### src/rtl/intc_agg_pkg.sv
package intc_agg_pkg;

  typedef enum logic [1:0] {
    LK_IDLE   = 2'd0,
    LK_HIT    = 2'd1,
    LK_MASKED = 2'd2,
    LK_EMPTY  = 2'd3
  } lk_kind_e;

  // Number of enables that govern source idx.
  function automatic int gov_of(input int idx, input int chain_base,
                                input int chain_len, input int max_gov);
    if (idx >= chain_base && idx < chain_base + chain_len) return 1;
    return 1 + (idx % max_gov);
  endfunction

  function automatic bit in_chain(input int idx, input int chain_base,
                                  input int chain_len);
    return (idx >= chain_base) && (idx < chain_base + chain_len);
  endfunction

endpackage

### src/rtl/intc_src_cell.sv
module intc_src_cell #(
  parameter int EN_W     = 2,
  parameter int GOV      = 1,
  parameter bit IS_CHAIN = 1'b0
) (
  input  logic clk,
  input  logic rst_n,
  input  logic lvl_in,
  input  logic chain_set,
  input  logic chain_clr,
  input  logic en_up,
  input  logic en_dn,
  output logic pend_q,
  output logic pend_d
);

  localparam logic [EN_W-1:0] GOV_V = EN_W'(GOV);

  logic            asrt_q, asrt_d;
  logic [EN_W-1:0] cnt_q, cnt_d;
  logic            cnt_en, asrt_en;

  // next-state
  always_comb begin
    if (chain_set)                 asrt_d = 1'b1;
    else if (chain_clr)            asrt_d = 1'b0;
    else if (IS_CHAIN)             asrt_d = asrt_q;
    else                           asrt_d = lvl_in;
    asrt_en = (asrt_d != asrt_q);

    cnt_d = cnt_q;
    if (chain_set && cnt_q == '0)
      cnt_d = EN_W'(1);
    else if (en_up && !en_dn && cnt_q != GOV_V)
      cnt_d = cnt_q + EN_W'(1);
    else if (en_dn && !en_up && cnt_q != '0)
      cnt_d = cnt_q - EN_W'(1);
    cnt_en = (cnt_d != cnt_q);

    pend_d = asrt_d && (cnt_d == GOV_V);
  end

  // registers
  always_ff @(posedge clk or negedge rst_n) begin
    if (!rst_n) begin
      asrt_q <= 1'b0;
      cnt_q  <= '0;
      pend_q <= 1'b0;
    end else begin
      if (asrt_en) asrt_q <= asrt_d;
      if (cnt_en)  cnt_q  <= cnt_d;
      pend_q <= pend_d;
    end
  end

  // counter never passes its configured limit
  p_cnt_bound_r1: assert property (@(posedge clk) disable iff (!rst_n)
    cnt_q <= GOV_V);

  // counter moves by at most one step per cycle
  p_cnt_step_r1: assert property (@(posedge clk) disable iff (!rst_n)
    (cnt_q != $past(cnt_q)) |->
      ((cnt_q == $past(cnt_q) + EN_W'(1)) || (cnt_q == $past(cnt_q) - EN_W'(1))));

  // a pending source is latched high
  p_pend_needs_lvl_r2: assert property (@(posedge clk) disable iff (!rst_n)
    pend_q |-> asrt_q);

endmodule

### src/rtl/intc_lvl_decode.sv
module intc_lvl_decode #(
  parameter int CHAIN_LEN = 15
) (
  input  logic                 clk,
  input  logic                 rst_n,
  input  logic [3:0]           ext_lvl,
  output logic [CHAIN_LEN-1:0] chain_set,
  output logic [CHAIN_LEN-1:0] chain_clr
);

  logic [3:0] ext_q;
  logic       chg;
  logic [3:0] sel;

  always_comb begin
    chg = (ext_lvl != ext_q);
    sel = ext_lvl ^ 4'hF;
  end

  for (genvar j = 0; j < CHAIN_LEN; j++) begin : g_dec
    assign chain_set[j] = chg && (sel == 4'(j));
    assign chain_clr[j] = chg && (sel != 4'(j));
  end

  always_ff @(posedge clk or negedge rst_n) begin
    if (!rst_n)   ext_q <= 4'h0;
    else if (chg) ext_q <= ext_lvl;
  end

  // at most one chain entry is selected at a time
  p_one_sel_r8: assert property (@(posedge clk) disable iff (!rst_n)
    $onehot0(chain_set));

  // steady level re-drives nothing
  p_steady_r10: assert property (@(posedge clk) disable iff (!rst_n)
    (ext_lvl == ext_q) |-> (chain_set == '0 && chain_clr == '0));

endmodule

### src/rtl/intc_pend_track.sv
module intc_pend_track #(
  parameter int NUM_SRC = 24,
  parameter int CNT_W   = 5
) (
  input  logic               clk,
  input  logic               rst_n,
  input  logic [NUM_SRC-1:0] pend_q,
  input  logic [NUM_SRC-1:0] pend_d,
  output logic [CNT_W-1:0]   cnt_q,
  output logic               irq_q
);

  logic [CNT_W-1:0] cnt_d;
  logic [CNT_W-1:0] rises, falls;
  logic             irq_d;

  always_comb begin
    rises = CNT_W'($countones(pend_d & ~pend_q));
    falls = CNT_W'($countones(pend_q & ~pend_d));
    cnt_d = cnt_q + rises - falls;
    irq_d = (cnt_d != '0);
  end

  always_ff @(posedge clk or negedge rst_n) begin
    if (!rst_n) begin
      cnt_q <= '0;
      irq_q <= 1'b0;
    end else begin
      if (cnt_d != cnt_q) cnt_q <= cnt_d;
      if (irq_d != irq_q) irq_q <= irq_d;
    end
  end

  // running count matches the pending population
  p_cnt_match_r3: assert property (@(posedge clk) disable iff (!rst_n)
    cnt_q == CNT_W'($countones(pend_q)));

  // request line agrees with the count
  p_irq_level_r4: assert property (@(posedge clk) disable iff (!rst_n)
    irq_q == (cnt_q != '0));

endmodule

### src/rtl/intc_vec_lookup.sv
module intc_vec_lookup
  import intc_agg_pkg::*;
#(
  parameter int NUM_SRC  = 24,
  parameter int VEC_W    = 12,
  parameter int VEC_BASE = 'h200,
  parameter int VEC_STEP = 'h20
) (
  input  logic               clk,
  input  logic               rst_n,
  input  logic [NUM_SRC-1:0] pend_q,
  input  logic               lk_req,
  input  logic [3:0]         lk_imask,
  output logic               lk_done,
  output logic               lk_hit,
  output logic               lk_err,
  output logic [VEC_W-1:0]   lk_vec
);

  lk_kind_e         kind_d;
  logic [VEC_W-1:0] vec_d;
  logic             found;

  always_comb begin
    found = 1'b0;
    vec_d = '0;
    for (int i = NUM_SRC - 1; i >= 0; i--) begin
      if (pend_q[i]) begin
        found = 1'b1;
        vec_d = VEC_W'(VEC_BASE + VEC_STEP * i);
      end
    end
    if (!lk_req)                kind_d = LK_IDLE;
    else if (lk_imask == 4'hF)  kind_d = LK_MASKED;
    else if (found)             kind_d = LK_HIT;
    else                        kind_d = LK_EMPTY;
  end

  always_ff @(posedge clk or negedge rst_n) begin
    if (!rst_n) begin
      lk_done <= 1'b0;
      lk_hit  <= 1'b0;
      lk_err  <= 1'b0;
      lk_vec  <= '0;
    end else begin
      lk_done <= (kind_d != LK_IDLE);
      lk_hit  <= (kind_d == LK_HIT);
      lk_err  <= (kind_d == LK_EMPTY);
      lk_vec  <= (kind_d == LK_HIT) ? vec_d : '0;
    end
  end

  // an all-ones mask yields an empty answer
  p_mask_full_r5: assert property (@(posedge clk) disable iff (!rst_n)
    (lk_req && lk_imask == 4'hF) |=> (lk_done && !lk_hit && !lk_err));

  // hit and error are exclusive
  p_hit_err_r7: assert property (@(posedge clk) disable iff (!rst_n)
    !(lk_hit && lk_err));

  // answers only follow a request
  p_done_follows_req_r6: assert property (@(posedge clk) disable iff (!rst_n)
    !lk_req |=> !lk_done);

endmodule

### src/rtl/intc_aggregator.sv
module intc_aggregator
  import intc_agg_pkg::*;
#(
  parameter int NUM_SRC    = 24,
  parameter int VEC_W      = 12,
  parameter int VEC_BASE   = 'h200,
  parameter int VEC_STEP   = 'h20,
  parameter int MAX_GOV    = 3,
  parameter int CHAIN_BASE = 8,
  parameter int CHAIN_LEN  = 15,
  parameter int CNT_W      = $clog2(NUM_SRC + 1)
) (
  input  logic               clk,
  input  logic               rst_n,
  input  logic [NUM_SRC-1:0] src_lvl,
  input  logic [NUM_SRC-1:0] en_up,
  input  logic [NUM_SRC-1:0] en_dn,
  input  logic [3:0]         ext_lvl,
  input  logic               lk_req,
  input  logic [3:0]         lk_imask,
  output logic               irq_out,
  output logic [CNT_W-1:0]   pend_count,
  output logic               lk_done,
  output logic               lk_hit,
  output logic               lk_err,
  output logic [VEC_W-1:0]   lk_vec
);

  localparam int EN_W = $clog2(MAX_GOV + 1);

  // reset: asynchronous assertion, synchronised release
  logic [1:0] rst_sync;
  logic       rst_i_n;

  always_ff @(posedge clk or negedge rst_n) begin
    if (!rst_n) rst_sync <= 2'b00;
    else        rst_sync <= {rst_sync[0], 1'b1};
  end
  assign rst_i_n = rst_sync[1];

  logic [CHAIN_LEN-1:0] chain_set, chain_clr;
  logic [NUM_SRC-1:0]   pend_q, pend_d;

  intc_lvl_decode #(.CHAIN_LEN(CHAIN_LEN)) u_dec (
    .clk       (clk),
    .rst_n     (rst_i_n),
    .ext_lvl   (ext_lvl),
    .chain_set (chain_set),
    .chain_clr (chain_clr)
  );

  for (genvar i = 0; i < NUM_SRC; i++) begin : g_src
    localparam bit IS_CH = in_chain(i, CHAIN_BASE, CHAIN_LEN);
    localparam int GOV_I = gov_of(i, CHAIN_BASE, CHAIN_LEN, MAX_GOV);
    logic c_set, c_clr;
    if (IS_CH) begin : g_ch
      assign c_set = chain_set[i - CHAIN_BASE];
      assign c_clr = chain_clr[i - CHAIN_BASE];
    end else begin : g_pl
      assign c_set = 1'b0;
      assign c_clr = 1'b0;
    end
    intc_src_cell #(.EN_W(EN_W), .GOV(GOV_I), .IS_CHAIN(IS_CH)) u_cell (
      .clk       (clk),
      .rst_n     (rst_i_n),
      .lvl_in    (src_lvl[i]),
      .chain_set (c_set),
      .chain_clr (c_clr),
      .en_up     (en_up[i]),
      .en_dn     (en_dn[i]),
      .pend_q    (pend_q[i]),
      .pend_d    (pend_d[i])
    );
  end

  intc_pend_track #(.NUM_SRC(NUM_SRC), .CNT_W(CNT_W)) u_trk (
    .clk    (clk),
    .rst_n  (rst_i_n),
    .pend_q (pend_q),
    .pend_d (pend_d),
    .cnt_q  (pend_count),
    .irq_q  (irq_out)
  );

  intc_vec_lookup #(
    .NUM_SRC(NUM_SRC), .VEC_W(VEC_W), .VEC_BASE(VEC_BASE), .VEC_STEP(VEC_STEP)
  ) u_lk (
    .clk      (clk),
    .rst_n    (rst_i_n),
    .pend_q   (pend_q),
    .lk_req   (lk_req),
    .lk_imask (lk_imask),
    .lk_done  (lk_done),
    .lk_hit   (lk_hit),
    .lk_err   (lk_err),
    .lk_vec   (lk_vec)
  );

  // nothing is pending while the internal reset holds
  p_reset_quiet_r9: assert property (@(posedge clk)
    !rst_i_n |-> (pend_count == '0 && !irq_out));

endmodule

### config.mk
export PLATFORM = sky130hd
export DESIGN_NAME = intc_aggregator
export DESIGN_NICKNAME = d
export VERILOG_FILES = /design/src/rtl/intc_agg_pkg.sv /design/src/rtl/intc_src_cell.sv /design/src/rtl/intc_lvl_decode.sv /design/src/rtl/intc_pend_track.sv /design/src/rtl/intc_vec_lookup.sv /design/src/rtl/intc_aggregator.sv
export SDC_FILE = /design/constraint.sdc
export NUM_CORES = 1
export LEC_CHECK = 0
export BUFFER_PORTS_ARGS = -buffer_cell sky130_fd_sc_hd__buf_2
export CAP_MARGIN = 20
export CORE_ASPECT_RATIO = 0.7
export CORE_UTILIZATION = 60
export CTS_CLUSTER_SIZE = 40
export DETAILED_ROUTE_END_ITERATION = 7
export PLACE_DENSITY_LB_ADDON = 0.25
export REMOVE_ABC_BUFFERS = 1
export SLEW_MARGIN = 20
export SYNTH_ARGS = -nofsm -noshare
export SYNTH_HDL_FRONTEND = slang
export SYNTH_SLANG_ARGS = --single-unit
### constraint.sdc
create_clock -name clk -period 4.5 [get_ports clk]
set_clock_uncertainty 0.2 [all_clocks]
set_input_delay 0.225 -clock clk [delete_from_list [all_inputs] [get_ports clk]]
set_output_delay 0.225 -clock clk [all_outputs]
set_load 0.01 [all_outputs]
# Word level (Yosys, flattened, before mapping)
# Index checks and enable logic that the tools add are counted.
dict set report classes {
  n_div 0
  muxes 145
  n_bitwise 5
  mul 0
  add_sub_neg 96
  n_eq_ne 121
  magnitude_cmp 0
  shifts 0
  n_reduce_logical 256
}
# cell n
set op_table {}
lappend op_table {{$mux W12} 24}
lappend op_table {{$logic_and A1 B1 Y1} 165}
lappend op_table {{$mux W2} 66}
lappend op_table {{$add A5 B5 Y5} 23}
lappend op_table {{$mux W1} 54}
lappend op_table {{$reduce_bool A2 Y1} 25}
lappend op_table {{$add A1 B1 Y2} 24}
lappend op_table {{$add A2 B1 Y2 const B} 24}
lappend op_table {{$and A24 B24 Y24} 2}
lappend op_table {{$logic_not A1 Y1} 48}
lappend op_table {{$ne A2 B2 Y1} 24}
lappend op_table {{$not A24 Y24} 2}
lappend op_table {{$sub A2 B1 Y2 const B} 24}
lappend op_table {{$eq A2 B1 Y1 const B} 19}
lappend op_table {{$ne A2 B1 Y1 const B} 18}
lappend op_table {{$eq A4 B4 Y1 const B} 8}
lappend op_table {{$logic_not A2 Y1} 15}
lappend op_table {{$ne A4 B4 Y1 const B} 7}
lappend op_table {{$eq A4 B3 Y1 const B} 4}
lappend op_table {{$ne A1 B1 Y1} 16}
lappend op_table {{$ne A4 B3 Y1 const B} 4}
lappend op_table {{$eq A2 B2 Y1 const B} 7}
lappend op_table {{$ne A2 B2 Y1 const B} 6}
lappend op_table {{$mux W11} 1}
lappend op_table {{other kinds (11)} 13}
dict set report word_totals {
  ram_bits 0
  output_inout_bits 21
  n_memories 0
  latchBits 0
  romBits 0
  ff_bits 114
}

# Depth between registers and ports, before layout
# Gate-level depths: netlist of run 1.
dict set report logic_depth {
  word_depth 29
  depth_mapped 27
  depth_no_buf 26
}

# By module
# A second synthesis of run 1 with hierarchy kept.
dict set report hier_totals {
  cells_unflattened 961
  hier_area_um2 9171.3
}
# mod cells_per_inst instances area_each_um2 seq_area_each_um2
set by_module_without_submodules {}
lappend by_module_without_submodules {{intc_src_cell (g_src[10].u_cell ...)} 26 15 254.0 100.1}
lappend by_module_without_submodules {intc_pend_track 168 1 1701.6 150.1}
lappend by_module_without_submodules {intc_lvl_decode 96 1 840.8 100.1}
lappend by_module_without_submodules {{intc_src_cell (g_src[1].u_cell ...)} 27 3 249.0 75.1}
lappend by_module_without_submodules {{intc_src_cell (g_src[23].u_cell ...)} 25 3 236.5 75.1}
lappend by_module_without_submodules {{intc_src_cell (g_src[0].u_cell ...)} 24 3 225.2 75.1}
lappend by_module_without_submodules {intc_vec_lookup 75 1 629.4 225.2}
lappend by_module_without_submodules {intc_aggregator 4 1 57.6 50.0}

# Worst setup path before layout of run 1
# OpenSTA, ideal clock, no wires.
dict set report synth_timing {
  path_kind {flip-flop to flip-flop}
  startpoint {register g_src[11].u_cell.cnt_q[0]}
  endpoint {register u_trk.irq_q}
  synth_period_minus_slack_ns 6.831
  path_slack_ns -2.331
  path_buffers 0
  setup_ns 0.126
  t_arrival_ns 6.505
  t_required_ns 4.174
  path_stages_with_launch 23
  path_cell_list {dfrtp_1 > inv_1 > ha_1 > or4b_1 > o2111a_2 > a2111oi_4 > o32ai_2 > and2_1 > ha_1 > fa_1 > fa_1 > fa_1 > fa_1 > xnor2_1 > xnor2_1 > fa_1 > inv_1 > fa_1 > fa_1 > a21o_1 > a21oi_1 > xnor2_1 > nand2b_1}
}
dict set report synth_via {
  elab_chain_cells 17
  word_cells_on_any_way 30
}
# item line_no
set synth_rtl {}
lappend synth_rtl {{from (decl)} intc_src_cell.sv:20} ;# logic [EN_W-1:0] cnt_q, cnt_d;
lappend synth_rtl {{from (signal assigned)} intc_src_cell.sv:51} ;# if (cnt_en) cnt_q <= cnt_d;
lappend synth_rtl {{branches (longest 4 deep; another with $sub A2 B1 Y2)} -}
lappend synth_rtl {{$mux W2 (*)} intc_src_cell.sv:32} ;# if (chain_set && cnt_q == '0)
lappend synth_rtl {{$eq A2 B1 Y1 (*)} intc_src_cell.sv:40} ;# pend_d = asrt_d && (cnt_d == GOV_V);
lappend synth_rtl {{$logic_and A1 B1 Y1 (*)} intc_src_cell.sv:40}
lappend synth_rtl {{$and A24 B24 Y24 / $not A24 Y24 (equally long branches)} {intc_pend_track.sv:18, intc_pend_track.sv:19}}
lappend synth_rtl {{$add A1 B1 Y2 (not written as such) / $and A24 B24 Y24 (equally long branches)} {intc_pend_track.sv:18, intc_pend_track.sv:19}}
lappend synth_rtl {{$add A5 B5 Y5 (not written as such) / $add A1 B1 Y2 (equally long branches)} {intc_pend_track.sv:18, intc_pend_track.sv:19}}
lappend synth_rtl {{$add A5 B5 Y5 (on tied branches) (3 in series)} {intc_pend_track.sv:18, intc_pend_track.sv:19}}
lappend synth_rtl {{$add A5 B5 Y5 (on tied branches)} {intc_pend_track.sv:20, intc_pend_track.sv:19}}
lappend synth_rtl {{$sub A5 B5 Y5 (*)} intc_pend_track.sv:20} ;# cnt_d = cnt_q + rises - falls;
lappend synth_rtl {{$reduce_bool A5 Y1 (*)} intc_pend_track.sv:21} ;# irq_d = (cnt_d != '0);
lappend synth_rtl {{$ne A1 B1 Y1} intc_pend_track.sv:30} ;# if (irq_d != irq_q) irq_q <= irq_d;
lappend synth_rtl {{to (signal assigned)} intc_pend_track.sv:30}
lappend synth_rtl {{to (decl)} intc_pend_track.sv:10} ;# output logic irq_q
# Every way passes the cells marked *.
# A chain may end at the register's enable or synchronous reset.

# Worst setup path after layout of run 1
dict set report layout_timing {
  startpoint {register g_src[11].u_cell.cnt_q[0]}
  endpoint {register u_trk.cnt_q[4]}
}
dict set report layout_via {
  elab_chain_cells 16
  word_cells_on_any_way 29
}
# item line_no
set layout_rtl {}
lappend layout_rtl {{branches (longest 4 deep; another with $sub A2 B1 Y2)} -}
lappend layout_rtl {{$mux W2 (*)} intc_src_cell.sv:32}
lappend layout_rtl {{$eq A2 B1 Y1 (*)} intc_src_cell.sv:40}
lappend layout_rtl {{$logic_and A1 B1 Y1 (*)} intc_src_cell.sv:40}
lappend layout_rtl {{$and A24 B24 Y24 / $not A24 Y24 (equally long branches)} {intc_pend_track.sv:18, intc_pend_track.sv:19}}
lappend layout_rtl {{$add A1 B1 Y2 (not written as such) / $and A24 B24 Y24 (equally long branches)} {intc_pend_track.sv:18, intc_pend_track.sv:19}}
lappend layout_rtl {{$add A5 B5 Y5 (not written as such) / $add A1 B1 Y2 (equally long branches)} {intc_pend_track.sv:18, intc_pend_track.sv:19}}
lappend layout_rtl {{$add A5 B5 Y5 (on tied branches) (3 in series)} {intc_pend_track.sv:18, intc_pend_track.sv:19}}
lappend layout_rtl {{$add A5 B5 Y5 (on tied branches)} {intc_pend_track.sv:20, intc_pend_track.sv:19}}
lappend layout_rtl {{$sub A5 B5 Y5 (*)} intc_pend_track.sv:20}
lappend layout_rtl {{$ne A5 B5 Y1} intc_pend_track.sv:29} ;# if (cnt_d != cnt_q) cnt_q <= cnt_d;
lappend layout_rtl {{to (signal assigned)} intc_pend_track.sv:29}
lappend layout_rtl {{to (decl)} intc_pend_track.sv:9} ;# output logic [CNT_W-1:0] cnt_q,
# Marked as above.

==> results of run 1 <==
==> worst paths after layout <==
kind / start / to / slack (ps) / depth (start not counted)
max reg2reg: g_src[11].u_cell.cnt_q[0]$_DFFE_PN0P_ / u_trk.cnt_q[4]$_DFFE_PN0P_ / -2610 / 24
max in group asynchronous: rst_sync[1]$_DFF_PN0_ / g_src[6].u_cell.cnt_q[1]$_DFFE_PN0P_ / 2800 / 1
min: en_dn[13] / g_src[13].u_cell.cnt_q[1]$_DFFE_PN0P_ / 20 / 3
min reg2reg: rst_sync[0]$_DFF_PN0_ / rst_sync[1]$_DFF_PN0_ / 160 / 0
min in group asynchronous: rst_sync[1]$_DFF_PN0_ / g_src[16].u_cell.cnt_q[1]$_DFFE_PN0P_ / 290 / 0
max: g_src[11].u_cell.cnt_q[0]$_DFFE_PN0P_ / u_trk.cnt_q[4]$_DFFE_PN0P_ / -2610 / 24
==> worst register-to-register path, cell delays in order (launching register included) <==
cell and delay [ps]:
dfrtp_1 420, ha_2 200, or4b_1 490, o2111a_2 200, a2111oi_4 310, o32ai_2 180, nor2_1 150, ha_1 260
fa_1 530, inv_2 40, fa_1 530, inv_2 70, fa_1 520, inv_1 60, fa_2 570, xnor2_2 160
xnor2_2 120, fa_1 510, inv_2 50, fa_2 350, fa_2 370, a21o_1 210, a21oi_2 160, xnor2_1 180
buf_4 170
==> repair_timing <==
action / in CTS / in global routing
hold endpoints to repair: 17 / 0
hold buffers: 17 / 0
setup buffers: 3 / 2
endpoints found under the setup margin: 6 / 6
resized for setup: 14 / 6
gates cloned: 0 / 0
pin swaps: 20 / 5
==> cell usage after synthesis (3+ instances only) <==
cell type | count | share of area (%)
a221oi_1 | 3 | 0.31
fa_1 | 45 | 11
nor2b_1 | 37 | 2.7
ha_1 | 82 | 12
or4b_1 | 3 | 0.35
nor3_1 | 44 | 2.6
o311ai_0 | 3 | 0.31
o21a_1 | 15 | 1.3
mux2i_1 | 11 | 1.3
o21ai_0 | 35 | 2.1
buf_2 | 5 | 0.30
nor2_1 | 71 | 3.1
nand3_1 | 6 | 0.35
a221o_1 | 4 | 0.47
nand2b_1 | 19 | 1.4
a21o_1 | 9 | 0.80
inv_1 | 141 | 6.3
or2_2 | 13 | 0.96
dfrtp_1 | 108 | 32
nor3b_1 | 20 | 1.8
nor4_1 | 6 | 0.44
a21oi_1 | 52 | 3.1
a2bb2oi_1 | 10 | 1.0
and2_1 | 10 | 0.74
nand2_1 | 30 | 1.3
and4_1 | 4 | 0.41
and3_1 | 10 | 0.74
o31a_1 | 10 | 1.0
buf_4 | 6 | 0.53
a22oi_1 | 3 | 0.27
clkbuf_1 | 7 | 0.31
a22o_1 | 8 | 0.83
xnor2_1 | 37 | 3.8
==> cells in the final DEF (no fill, tap or decap), types with 4 or more instances in the layout <==
| cell | Yosys | final |
|---|---|---|
| ha_1 | 82 | 80 |
| conb_1 | 2 | 7 |
| a21o_1 | 9 | 9 |
| nand2_1 | 30 | 30 |
| a21oi_1 | 52 | 50 |
| nor3_1 | 44 | 44 |
| and3_1 | 10 | 10 |
| and4_1 | 4 | 4 |
| mux2i_1 | 11 | 11 |
| inv_1 | 141 | 136 |
| xnor2_1 | 37 | 31 |
| fa_1 | 45 | 42 |
| nor3b_1 | 20 | 20 |
| o31a_1 | 10 | 10 |
| o21a_1 | 15 | 15 |
| o21ai_0 | 35 | 35 |
| clkbuf_16 | 0 | 9 |
| clkbuf_8 | 0 | 4 |
| nor4_1 | 6 | 5 |
| buf_4 | 6 | 216 |
| dlygate4sd3_1 | 0 | 17 |
| buf_2 | 5 | 82 |
| a2bb2oi_1 | 10 | 10 |
| and2_1 | 10 | 10 |
| inv_2 | 0 | 5 |
| or2_2 | 13 | 13 |
| dfrtp_1 | 108 | 107 |
| nand2b_1 | 19 | 19 |
| nand3_1 | 6 | 6 |
| nor2_1 | 71 | 71 |
| xnor2_2 | 0 | 6 |
| nor2b_1 | 37 | 37 |
| a221o_1 | 4 | 4 |
| a22o_1 | 8 | 8 |
==> cells by family (layout without fill, tap and decap cells) <==
family	after synthesis	in the layout	share of synthesized area (%)
other	2	7	0.0887
flip-flops	108	108	31.9
adder cells (fa/ha/maj)	127	127	22.8
AO/OA/AOI/OAI	174	174	14.1
multiplexers	12	12	1.43
XOR/XNOR	39	39	4.04
buffers and inverters	161	473	7.66
AND/OR/NAND/NOR	284	284	18.0
==> layer usage <==
metal  GRT usage [%]  up-vias
met5               0        -
met4            13.5        0
met3            8.42      117
met2            56.9      399
met1            41.1     3759
li1                -     3655
==> final cells by class <==
class                      instances  area share, %
multi-input combinational        643           46.4
sequential                       108           24.2
timing repair buffer             316           19.8
inverter                         141           4.72
clock buffer                      14           2.53
tap                              185           2.07
clock inverter                     2          0.346
==> registers in the layout (all words and copies together), names as in the netlist <==
signal / cells
rst_sync: 2
g_src.u_cell.asrt_q: 15
u_lk.lk_hit: 1
u_trk.irq_q: 1
u_lk.lk_err: 1
u_lk.lk_done: 1
u_trk.cnt_q: 5
g_src.u_cell.cnt_q: 48
u_lk.lk_vec: 6
u_dec.ext_q: 4
g_src.u_cell.pend_q: 24
==> stage by stage <==
| stage | cells | setup TNS (ps) |
|---|---|---|
| 2_1_floorplan | 892 | -11730 |
| 3_3_place_gp | 1372 | -12290 |
| 3_5_place_dp | 1372 | -13150 |
| 4_1_cts | 1408 | -12350 |
| 5_1_grt | 1409 | -14500 |
| 6_report | 1409 | -13620 |
==> run_results.csv, run 1 <==
group,metric,value,unit
sta,finalCritPeriodShare,158,%
finish,fin_area,0.0112,mm2
drt,dr.pass1.iters,5,
global_route,gr-usage-all-layers,33.5,%
synthesis,synth_top_flop_cell,"dfrtp_1",
die,core_area,0.0134,mm2
worst_setup_path,critical_path_arrival,7200,ps
synthesis,mappedNetlistArea,0.00846,mm2
synthesis,synth_seq_cells,108,
sta,setup_viol,6,
clocking,numCtsBuffers,9,
synthesis,async_flop_share,100,%
worst_setup_path,critPathKind,"reg -> reg",
sta,fin_ws,-2610,ps
clocking,clkLatencyLatePin,360,ps
worst_setup_path,critPathMaxStageDelay,570,ps
run_status,status,"finished, violations left",
synthesis,yosys_warnings,0,
clocking,cts_root_buf,"clkbuf_16",
synthesis,syn-mean-instance-area,9.33,um2
finish,fin_util,83.4,%
worst_setup_path,cp_common_cell,"fa_1",
die,dieWidth,144,um
drt,postRouteAntennaNets,0,
drt,first_iter_violations,557,
drt,dr_wl_met3,2080,um
sta,slew_violations,0,
finish,fill_cells,771,
sta,holdWs,20.2,ps
worst_setup_path,cp.required,4600,ps
drt,wl_met2,11300,um
drt,vias_per_cell,5.63,
clocking,clock_path_buffers,2,
finish,nets,1429,
min_path,hold_class,"in -> reg",
drt,detail_route.wl_per_cell,17.0,um
die,io_pins,104,
sta,rsz0062_at_grt,"yes",
die,row_count,35,
finish,seq_area,0.00271,mm2
synthesis,syn_inst,907,
global_route,grt_max_degree,74,
global_route,antenna_found_initial,0,
clocking,clock-sinks,108,
worst_setup_path,path_buf_inv,5,
clocking,cts_tree,"done",
global_route,grt-ovfl-total,0,
die,initial_utilization,63.0,%
drt,route.detailed.drc,0,
worst_setup_path,crit_path_max_fanout,3,
global_route,grt_pass1_wl,37200,um
sta,fmax,141,MHz
worst_setup_path,cp-start-kind,"flop",
synthesis,yosysSeqAreaShare,31.9,%
worst_setup_path,crit_chain,"ha_2 > or4b_1 > o2111a_2 > a2111oi_4 > o32ai_2 > nor2_1 > ha_1 > fa_1 > inv_2 > fa_1 > inv_2 > fa_1 > inv_1 > fa_2 > xnor2_2 > xnor2_2 > fa_1 > inv_2 > fa_2 > fa_2 > a21o_1 > a21oi_2 > xnor2_1 > buf_4",
drt,met1_length,9490,um
flow_run,max-cap-violations,0,
placement,place.gp.congestion,0.935,
finish,layout-drive-gt1-share,28.9,%
die,die_h,101,um
placement,postPlaceCellArea,0.0106,mm2
global_route,grt_pass1_vias,7975,
worst_setup_path,end_kind,"flop",
placement,portBuffers,82,
drt,routed_wl,24000,um
clocking,clk_pin_slew,70,ps
synthesis,synth_enable_flop_cells,0,
worst_setup_path,cpLargestDelayFamily,"adder cells",
finish,diodes,0,
clocking,htreeDepth,3,
drt,dr_total_vias,7930,
die,die_area,0.0146,mm2
sta,hold_violations,0,
sta,fin_crit,7110,ps
run_status,violations,"setup timing",
synthesis,yosys.cell_types.count,62,
drt,top_layer_used,"met4",
finish,area_growth,32.4,%
sta,maxSlewHeadroom,35.2,%
placement,place_ws,-2580,ps
sta,worst_slew_pin_slew,972,ps
finish,multi_input_area,0.00520,mm2
worst_setup_path,crit_slowest_cell,"fa_2",
placement,dp.final_hpwl,16700,um
Power of run 1 is left out: the tool's default activity adds up to more than one toggle a clock period on the data nets, which glitch-free logic cannot reach.
==> run 2: changes to the inputs <==
--- a/config.mk
+++ b/config.mk
@@ -7,8 +7,10 @@
 export LEC_CHECK = 0
 export BUFFER_PORTS_ARGS = -buffer_cell sky130_fd_sc_hd__buf_2
 export CAP_MARGIN = 20
+export CELL_PAD_IN_SITES_DETAIL_PLACEMENT = 0
+export CELL_PAD_IN_SITES_GLOBAL_PLACEMENT = 1
 export CORE_ASPECT_RATIO = 0.7
-export CORE_UTILIZATION = 60
+export CORE_UTILIZATION = 47
 export CTS_CLUSTER_SIZE = 40
 export DETAILED_ROUTE_END_ITERATION = 7
 export PLACE_DENSITY_LB_ADDON = 0.25
@@ -16,4 +18,5 @@
 export SLEW_MARGIN = 20
 export SYNTH_ARGS = -nofsm -noshare
 export SYNTH_HDL_FRONTEND = slang
+export SYNTH_HIERARCHICAL = 1
 export SYNTH_SLANG_ARGS = --single-unit
==> run_results.csv, run 2 <==
group,metric,value,unit
run_status,status,"finished, violations left",
run_status,violations,"setup timing",
sta,fmax,148,MHz
worst_setup_path,critPathKind,"reg -> reg",
sta,fin_crit,6740,ps
clocking,clock-sinks,108,
synthesis,synth_seq_cells,108,
sta,fin_ws,-2240,ps
global_route,grt_pass1_vias,8073,
global_route,grt-ovfl-total,0,
worst_setup_path,crit_chain,"xnor2_4 > buf_4 > buf_4 > a41oi_4 > buf_4 > a221oi_4 > a211oi_4 > nor2b_2 > fa_1 > inv_1 > fa_2 > fa_2 > fa_1 > inv_2 > fa_2 > fa_1 > inv_2 > fa_1 > inv_2 > ha_4 > fa_2 > xor2_2 > nor3_2 > nand3_1",
worst_setup_path,cpLargestDelayFamily,"adder cells",
worst_setup_path,rrSetupSlack,-2240,ps
die,die_h,119,um
clocking,clock_path_buffers,2,
die,die_area,0.0201,mm2
finish,max_flop_register,"g_src.u_cell/cnt_q",
synthesis,synth_top_flop_cell,"dfrtp_1",
placement,place.gp.congestion,0.834,
synthesis,synth_top_area_share,29.5,%
global_route,grt_max_degree,54,
synthesis,yosys.cell_types.count,64,
clocking,cts_root_buf,"clkbuf_16",
drt,routed_wl,22700,um
drt,first_iter_violations,462,
worst_setup_path,path_buf_inv,7,
sta,rsz0062_at_grt,"yes",
flow_run,max-cap-violations,0,
sta,holdWs,5.46,ps
die,row_count,42,
global_route,grt_pass1_wl,38600,um
finish,largest_reg_flops,48,
die,initial_utilization,48.2,%
synthesis,synth_enable_flop_cells,0,
clocking,clk_pin_slew,80,ps
drt,detail_route.wl_per_cell,14.2,um
drt,route.detailed.drc,0,
synthesis,synth_area_leaders,"dfrtp_1 (29%), fa_1 (9.4%), ha_1 (7.8%)",
drt,dr.pass1.iters,5,
synthesis,yosysSeqAreaShare,29.5,%
drt,dr_total_vias,8139,
finish,nets,1512,
die,io_pins,104,
clocking,clkLatencyLatePin,360,ps
synthesis,async_flop_share,100,%
finish,largestRegisters,"g_src.u_cell/cnt_q x48, g_src.u_cell/pend_q x24, g_src.u_cell/asrt_q x15",
worst_setup_path,critPathMaxStageDelay,560,ps
synthesis,yosys_warnings,6,
finish,layout_common_cells,"buf_4 (246), inv_1 (129), dfrtp_1 (107), buf_2 (82), nor2_1 (63)",
worst_setup_path,end_kind,"flop",
placement,dp.final_hpwl,17600,um
synthesis,yosysMostFrequentCell,"inv_1",
finish,diodes,0,
global_route,gr-usage-all-layers,23.9,%
finish,fill_cells,1523,
synthesis,synth_top_area_cell,"dfrtp_1",
worst_setup_path,critical_path_arrival,6780,ps
worst_setup_path,crit_cells,24,
die,core_area,0.0190,mm2
drt,vias_per_cell,5.09,
min_path,hold_depth,3,
sta,setup_viol,6,
drt,postRouteAntennaNets,0,
finish,fin_util,67.0,%
global_route,antenna_found_initial,0,
clocking,cts_tree,"done",
clocking,numCtsBuffers,9,
worst_setup_path,crit_path_max_fanout,5,
synthesis,mappedNetlistArea,0.00917,mm2
sta,hold_violations,0,
die,dieWidth,169,um
sta,slew_violations,0,
synthesis,syn-mean-instance-area,9.54,um2
worst_setup_path,crit_slowest_cell,"fa_1",
sta,maxSlewHeadroom,50.6,%
worst_setup_path,cp-start-kind,"flop",
sta,worst_slew_pin_slew,741,ps
worst_setup_path,reg2regPathDepth,24,
finish,layout-drive-gt1-share,37.1,%
finish,layout_commonest_cell,"buf_4",
clocking,htreeDepth,3,
placement,portBuffers,82,
worst_setup_path,cp.required,4540,ps
synthesis,syn_inst,961,
finish,area_growth,38.9,%
synthesis,netlist_top_cells_count,"inv_1 (139), dfrtp_1 (108), nor2_1 (63)",
sta,finalCritPeriodShare,150,%
min_path,hold_class,"in -> reg",
-- run 2: final cells by class --
class,count,area (um2),area share [%]
well taps,264,330,2.59
clock inverters,7,85.1,0.668
flip-flops and latches,108,2710,21.2
inverters,139,522,4.10
repair buffers,354,2570,20.2
clock buffers,9,225,1.77
multi-input cells,717,6300,49.5
-- run 2: cells by family (layout without fill, tap and decap cells) --
kind of cell    count (synthesis)  in the layout  share of synthesized area (%)
other cells                     3             43                          0.123
flops                         108            108                           29.5
compound gates                209            209                           18.6
xor+xnor                        9              9                           1.01
simple gates                  317            317                           21.4
buf+inv                       176            509                           7.74
fa+ha+maj                     100            100                           17.2
mux                            39             39                           4.50
-- run 2: worst paths after layout --
path,to,start
hold reg to reg,g_src[2].u_cell/cnt_q[0]$_DFFE_PN0P_,rst_sync[1]$_DFF_PN0_
setup reg to reg,u_trk/irq_q$_DFFE_PN0P_,u_dec/ext_q[0]$_DFFE_PN0P_
setup / recovery,u_trk/irq_q$_DFFE_PN0P_,u_dec/ext_q[0]$_DFFE_PN0P_
min in group asynchronous,g_src[2].u_cell/cnt_q[0]$_DFFE_PN0P_,rst_sync[1]$_DFF_PN0_
max in group asynchronous,g_src[16].u_cell/cnt_q[1]$_DFFE_PN0P_,rst_sync[1]$_DFF_PN0_
hold / removal,g_src[22].u_cell/cnt_q[0]$_DFFE_PN0P_,en_dn[22]
-- run 2: repair_timing --
action	4_1_cts	5_1_grt
hold endpoints to repair	14	0
buffers inserted	19	13
gates resized for setup	61	22
hold buffers	13	0
setup endpoints to repair	6	6
pin swaps	50	36
-- run 2: metrics by stage --
stage,setup slack [ps],TNS (ps),instance area [um2],std cells
floorplan,-3190,-17080,9130,964
global placement,-2520,-13080,11700,1540
detailed placement,-2650,-13840,11700,1540
CTS,-2240,-11270,12600,1586
global route,-2440,-12570,12700,1598
finish,-2240,-11600,12700,1598
-- run 2: tightest hold or removal path, cell delays in order --
cell,delay (ps)
buf_2,100
o21ai_0,130
nand2_1,80
-- run 2: per-layer routing --
layer / global-route usage [%] / vias up / wire, um
li1: - / 4089 / -
met1: 33.8 / 3864 / 11200
met2: 38.8 / 165 / 10500
met3: 3.42 / 21 / 825
met4: 5.00 / 0 / 260
met5: 0 / - / 0
Power of run 2 is left out for the same reason.
